--- src/rtl/spi_eng_pkg.sv ---
package spi_eng_pkg;
  typedef enum logic {
    ST_IDLE = 1'b0,
    ST_RUN  = 1'b1
  } eng_state_t;
endpackage

--- src/rtl/spi_eng_tick.sv ---
module spi_eng_tick #(
  parameter int DIV_W = 7
) (
  input  logic             clk,
  input  logic             rst_n,
  input  logic             run,
  input  logic             bypass,
  input  logic [DIV_W-1:0] div,
  output logic             tick
);
  logic [DIV_W-1:0] cnt_q, cnt_d;

  always_comb begin
    tick  = run && (bypass || (cnt_q == div));
    cnt_d = (!run || tick) ? '0 : cnt_q + 1'b1;
  end

  always_ff @(posedge clk or negedge rst_n) begin
    if (!rst_n) cnt_q <= '0;
    else        cnt_q <= cnt_d;
  end

  // two ticks are at least div+1 cycles apart outside bypass
  assert_tick_gap_R4: assert property (@(posedge clk) disable iff (!rst_n)
    (run && !bypass && (div != '0) && $past(tick)) |-> !tick);
endmodule

--- src/rtl/spi_eng_csdec.sv ---
module spi_eng_csdec #(
  parameter int CS_N = 3
) (
  input  logic [CS_N-1:0] sel,
  output logic [CS_N-1:0] cs_n
);
  for (genvar i = 0; i < CS_N; i++) begin : g_cs
    assign cs_n[i] = (sel != CS_N'(1 << i));
  end
endmodule

--- src/rtl/spi_master_engine.sv ---
module spi_master_engine
  import spi_eng_pkg::*;
#(
  parameter int DATA_W = 32,
  parameter int DIV_W  = 7,
  parameter int CS_N   = 3,
  parameter int LEN_W  = $clog2(DATA_W)
) (
  input  logic              clk,
  input  logic              rst_n,
  input  logic              enable,
  input  logic [1:0]        cfg_mode,
  input  logic [LEN_W-1:0]  cfg_len_m1,
  input  logic [DIV_W-1:0]  cfg_div,
  input  logic              cfg_late,
  input  logic [CS_N-1:0]   cfg_cs_sel,
  input  logic              tx_valid,
  input  logic [DATA_W-1:0] tx_data,
  output logic              tx_pop,
  output logic              rx_push,
  output logic [DATA_W-1:0] rx_data,
  output logic              sclk,
  output logic              mosi,
  input  logic              miso,
  output logic [CS_N-1:0]   cs_n,
  output logic              busy
);
  localparam int SLOT_W = LEN_W + 2;
  localparam logic [DIV_W-1:0] BYPASS_CODE = '1;

  eng_state_t        state_q, state_d;
  logic [SLOT_W-1:0] slot_q, slot_d;
  logic              sclk_q, sclk_d, act_q, act_d, push_q, push_d;
  logic [DATA_W-1:0] tx_sh_q, tx_sh_d, rx_sh_q, rx_sh_d;
  logic              cpol_q, cpha_q, late_q, byp_q;
  logic [LEN_W-1:0]  len_q;
  logic [DIV_W-1:0]  div_q;
  logic              start, tick, do_shift, do_samp;
  logic [SLOT_W-1:0] len_full, two_l, last_slot, end_slot;

  spi_eng_tick #(.DIV_W(DIV_W)) u_tick (
    .clk(clk), .rst_n(rst_n), .run(state_q == ST_RUN),
    .bypass(byp_q), .div(div_q), .tick(tick)
  );

  spi_eng_csdec #(.CS_N(CS_N)) u_csdec (.sel(cfg_cs_sel), .cs_n(cs_n));

  always_comb begin
    start    = (state_q == ST_IDLE) && enable && tx_valid;
    len_full = SLOT_W'(len_q) + SLOT_W'(1);
    two_l    = len_full << 1;
    if (byp_q) begin
      last_slot = len_full - SLOT_W'(1) + SLOT_W'(late_q);
      end_slot  = last_slot;
    end else begin
      last_slot = two_l - SLOT_W'(2) + SLOT_W'(cpha_q) + SLOT_W'(late_q);
      end_slot  = two_l - SLOT_W'(1) + SLOT_W'(cpha_q & late_q);
    end
    do_shift = 1'b0;
    do_samp  = 1'b0;
    if (state_q == ST_RUN && tick) begin
      if (byp_q) begin
        do_shift = slot_q < len_full - SLOT_W'(1);
        do_samp  = (slot_q >= SLOT_W'(late_q)) && (slot_q <= last_slot);
      end else begin
        do_shift = (slot_q != '0) && (slot_q[0] != cpha_q) && (slot_q < two_l);
        do_samp  = (slot_q[0] == (cpha_q ^ late_q)) &&
                   (slot_q >= SLOT_W'(late_q)) && (slot_q <= last_slot);
      end
    end
  end

  always_comb begin
    state_d = state_q;
    slot_d  = slot_q;
    sclk_d  = sclk_q;
    act_d   = act_q;
    tx_sh_d = tx_sh_q;
    rx_sh_d = rx_sh_q;
    push_d  = 1'b0;
    if (start) begin
      state_d = ST_RUN;
      slot_d  = '0;
      sclk_d  = cfg_mode[1];
      act_d   = 1'b1;
      tx_sh_d = tx_data << (DATA_W - 1 - int'(cfg_len_m1));
      rx_sh_d = '0;
    end else if (state_q == ST_RUN && tick) begin
      slot_d = slot_q + SLOT_W'(1);
      if (!byp_q && slot_q < two_l) sclk_d = ~sclk_q;
      if (byp_q && slot_q == len_full - SLOT_W'(1)) act_d = 1'b0;
      if (do_shift) tx_sh_d = tx_sh_q << 1;
      if (do_samp)  rx_sh_d = {rx_sh_q[DATA_W-2:0], miso};
      push_d = do_samp && (slot_q == last_slot);
      if (slot_q == end_slot) state_d = ST_IDLE;
    end
  end

  always_ff @(posedge clk or negedge rst_n) begin
    if (!rst_n) begin
      state_q <= ST_IDLE;
      slot_q  <= '0;
      sclk_q  <= 1'b0;
      act_q   <= 1'b0;
      push_q  <= 1'b0;
      tx_sh_q <= '0;
      rx_sh_q <= '0;
    end else begin
      state_q <= state_d;
      slot_q  <= slot_d;
      sclk_q  <= sclk_d;
      act_q   <= act_d;
      push_q  <= push_d;
      tx_sh_q <= tx_sh_d;
      rx_sh_q <= rx_sh_d;
    end
  end

  // word settings, loaded only when a word is popped
  always_ff @(posedge clk or negedge rst_n) begin
    if (!rst_n) begin
      cpol_q <= 1'b0;
      cpha_q <= 1'b0;
      late_q <= 1'b0;
      byp_q  <= 1'b0;
      len_q  <= '0;
      div_q  <= '0;
    end else if (start) begin
      cpol_q <= cfg_mode[1];
      cpha_q <= cfg_mode[0];
      late_q <= cfg_late;
      byp_q  <= (cfg_div == BYPASS_CODE);
      len_q  <= cfg_len_m1;
      div_q  <= cfg_div;
    end
  end

  assign tx_pop  = start;
  assign busy    = (state_q == ST_RUN);
  assign mosi    = tx_sh_q[DATA_W-1];
  assign rx_data = rx_sh_q;
  assign rx_push = push_q;
  assign sclk    = byp_q ? (cpol_q ^ (act_q & (cpha_q ? clk : ~clk))) : sclk_q;

  assert_pop_starts_R8: assert property (@(posedge clk) disable iff (!rst_n)
    tx_pop |=> busy);
  assert_mosi_hold_R2: assert property (@(posedge clk) disable iff (!rst_n)
    (busy && !tick) |=> $stable(mosi));
  assert_push_single_R9: assert property (@(posedge clk) disable iff (!rst_n)
    rx_push |=> !rx_push);
  assert_sclk_idle_R3: assert property (@(posedge clk) disable iff (!rst_n)
    (!busy && !byp_q) |-> (sclk == cpol_q));
endmodule

--- config.mk ---
export PLATFORM = sky130hd
export DESIGN_NAME = spi_master_engine
export DESIGN_NICKNAME = d
export VERILOG_FILES = /design/src/rtl/spi_eng_pkg.sv /design/src/rtl/spi_eng_tick.sv /design/src/rtl/spi_eng_csdec.sv /design/src/rtl/spi_master_engine.sv
export SDC_FILE = /design/constraint.sdc
export NUM_CORES = 1
export LEC_CHECK = 0
export ABC_AREA = 0
export BUFFER_PORTS_ARGS = -buffer_cell sky130_fd_sc_hd__buf_2
export CORE_ASPECT_RATIO = 0.9
export CORE_UTILIZATION = 41
export DETAILED_ROUTE_END_ITERATION = 6
export MAX_ROUTING_LAYER = met4
export SLEW_MARGIN = 20
export SYNTH_ARGS = -nofsm -noshare
export SYNTH_HDL_FRONTEND = slang
export SYNTH_SLANG_ARGS = --single-unit
--- constraint.sdc ---
create_clock -name clk -period 4.1 [get_ports clk]
set_input_delay 0.205 -clock clk [delete_from_list [all_inputs] [get_ports clk]]
set_output_delay 0.205 -clock clk [all_outputs]
set_load 0.01 [all_outputs]
==> results.txt <==
----------------------------------------------------
[Global route]
  Number of antenna violations at the first check in global routing ... 0
  Grt met2 use ... 0.346
  Highest-utilization routing layer at the global route stage ... met2
  Met1 Resource Use GR ... 0.270
  Largest net degree at the start of global routing ... 78
  Overall fraction of global-route tracks in use ... 0.215
  Residual overflow from global routing ... 0
  Met3 capacity usage during global routing ... 0.0525
  Wire length of the first global-routing pass ... 29300 µm
  Via count of the first global-routing pass ... 5889

[Final layout]
  Antenna fix cells ... 0
  Final net count ... 905
  Fraction of layout cells with a size suffix above 1 ... 0.262
  Layout overhead on the synthesized area ... 17.1%
  Non-Filler Cell Area, Final ... 8200 µm²
  Number of inserted filler cells in the final layout ... 1532
  Number of standard cells in the final layout excluding fillers ... 1034
  Post-route core utilization ... 0.500

[Yosys]
  Most area-hungry cell type in the Yosys netlist ... dfrtp_1
  Number of enable flip-flop cells after synthesis ... 0
  Commonest register cell after synthesis ... dfrtp_1
  Synth unique cells ... 69
  Avg Inst Size Synth ... 9.56 µm²
  Register area share after synthesis ... 0.350
  Top area cells in the synthesized netlist ... dfrtp_1 35%, nand2_1 8.8%, mux4_2 7.4%
  Net count after synthesis ... 816
  Share of flip-flops with an asynchronous set or reset after synthesis ... 1.00
  Post-synthesis cell area ... 7010 µm²
  Synth Instances ... 733
  YS warnings ... 0
  Area share of the largest cell type after synthesis ... 0.350
  Flops & latches, synth ... 98

[Setup path]
  Type of destination of the critical path ... register
  Maximum net fanout on the critical path ... 30
  Data required, critical path ... 4.45 ns
  Worst Reg2Reg Path Length in Cells ... 16
  Critical path arrival ... 4.35 ns
  Setup crit start kind ... register
  Critical setup path kind ... reg -> reg
  Register-to-Register Setup Slack ... 0.1 ns
  Source of the worst register-to-register timing path ... len_q[1]
  Reg-to-reg endpoint ... rx_data[10]

[Hold path]
  Startpoint of the lowest-slack hold path ... tx_data[0]
  Hold depth ... 3
  Destination of the worst hold path ... tx_sh_q[0]
  Classification of the worst-slack hold path ... in -> reg

[Routing]
  Sum of routed wire length over all layers ... 18000 µm
  Routed via count ... 5878
  Average vias per placed instance ... 5.68
  TritonRoute pass-1 iters ... 5
  Number of DRC markers in iteration 0 ... 488
  Mean routed wirelength per cell ... 17.4 µm
  Antenna viol nets, final ... 0
  Number of DRC violations after detailed routing ... 0

[STA]
  Slew margin rel. ... 0.341
  Number of max-slew violations in the final report ... 0
  Clock period minus final worst setup slack ... 4.00 ns
  Final cycle utilization of the critical path ... 0.976
  Final setup skew ... 0.0121 ns
  Final sum of negative setup slack ... 0 ns
  Final setup violation count ... 0
  Worst-Margin Slew ... 0.989 ns
  Hold violation count in the final report ... 0
  Setup slack of the critical path after layout ... 0.0972 ns
  Worst hold slack across all endpoints ... 0.0857 ns
  Achievable frequency ... 0.250 GHz

[Floorplanning]
  CORE AREA ... 16400 µm²
  Die Span X ... 140 µm
  Overall die height ... 126 µm
  Std cell rows ... 44
  Count of boundary I/O pins ... 95
  Floorplan die area ... 17600 µm²
  Starting utilization of the core area ... 0.427

[Power and ir drop]
  Post-route total power ... 6.01 mW
  Highest ir drop seen on vdd ... 358 µV
  PwrDens ... 733 nW/µm²
  Leakage power ... 3.75 nW

[Place]
  Pre-CTS setup slack ... 0.118 ns
  Cell area after placement ... 7590 µm²
  Count of port buffers added during placement ... 94
  Cells after DPL ... 997
  HPWL Detailed ... 12500 µm
  Gpl congestion ... 0.909

[CTS]
  CTS tree ... yes
  Clock transition at the registers of the reported paths ... 0.08 ns
  Later-pin clock latency in the skew report ... 0.47 ns

[Status]
  Outcome ... finished, final reports clean

[Job]
  Max capacitance violation total ... 0

----------------------------------------------------
[critical path, stage by stage (launching register included)]
cell       delay, ns
dfrtp_2         0.46
ha_1            0.33
or4bb_1         0.53
o21a_1          0.14
o211a_1         0.29
nand3b_1        0.24
xor2_1          0.18
a21oi_1         0.09
ha_1            0.30
nand3_2         0.12
or2_2           0.36
o221ai_4        0.21
a211oi_4        0.10
buf_4           0.18
clkbuf_16       0.19
nand2_1         0.07
o21ai_0         0.08
[registers in the layout (all words and copies together) (netlist names)]
signal / flops
slot_q: 7
cpol_q: 1
cpha_q: 1
sclk_q: 1
tx_sh_q: 32
div_q: 7
len_q: 5
late_q: 1
act_q: 1
byp_q: 1
rx_push: 1
rx_data: 32
busy: 1
u_tick.cnt_q: 7
[Yosys cell counts (3+ instances only)]
master	number
o31ai_1	3
nor2b_1	6
o21a_1	3
a21oi_1	19
or2_2	4
o221ai_1	12
nor3_1	3
buf_4	5
mux2_2	34
nand4_1	8
dfrtp_1	98
nor2_1	39
inv_1	14
buf_2	12
or3_1	4
clkbuf_1	21
mux2_4	10
a22oi_1	4
mux2i_1	35
xor2_1	19
nand3b_1	4
a21o_1	3
nand2b_1	7
a22o_1	3
ha_1	28
xnor2_1	15
o2111ai_1	4
buf_6	3
buf_1	5
o21ai_0	52
o211ai_1	12
and3_1	6
nand3_1	11
nand2_1	164
mux4_2	23
[cells by family after synthesis]
| kind of cell | after synthesis | share of synthesized area |
|---|---|---|
| buf+inv | 63 | 0.0457 |
| xor+xnor | 36 | 0.0487 |
| mux | 103 | 0.202 |
| simple gates | 263 | 0.164 |
| compound gates | 141 | 0.138 |
| flops | 98 | 0.350 |
| fa+ha+maj | 29 | 0.0520 |
[layout make-up]
cell class | count | area, µm² | area share
multi-input cells | 572 | 4280 | 0.522
repair buffers | 122 | 776 | 0.0946
clock buffers | 14 | 319 | 0.0389
inverters | 15 | 56.3 | 0.00686
flip-flops and latches | 98 | 2450 | 0.299
well taps | 207 | 259 | 0.0316
clock inverters | 6 | 60.1 | 0.00732
[power breakdown]
group	switching, mW	internal [mW]	total [mW]
combinational	1.77	1.48	3.25
clock	0.466	0.597	1.06
sequential	0.370	1.33	1.70
total	2.61	3.40	6.01
[worst max-delay path by stage]
stage | start | endpoint | slack (ns) | depth (start not counted)
3_3_place_gp | len_q[0] | rx_data[1] | 0.26 | 15
5_1_grt | len_q[0] | rx_data[6] | -0.04 | 16
4_1_cts | len_q[0] | rx_data[4] | 0.07 | 15
2_1_floorplan | len_q[0] | rx_data[1] | 0.38 | 16
3_5_place_dp | len_q[0] | rx_data[4] | 0.12 | 15
6_report | len_q[1] | rx_data[10] | 0.1 | 16
[cells in the final DEF (no fill, tap or decap), types with 15 or more instances in the layout]
master and count:
a21oi_1 19, buf_2 93, mux4_2 23, dfrtp_1 96, nor2_1 39, mux2_2 34
xor2_1 19, mux2i_1 35, o21ai_0 52, nand2_1 164, ha_1 27, xnor2_1 15
[layer usage]
metal | wire (µm) | up-vias
met5 | 0 | -
met4 | 320 | 0
met3 | 914 | 31
met2 | 8660 | 166
met1 | 8080 | 2872
li1 | - | 2809
[repair_timing]
item                       CTS  global route
hold buffers                12             0
setup endpoints to repair    0            49
gates resized for setup      0             7
hold endpoints to repair    61             0
buffers inserted             0             4
(Power assumes the default switching activity.)
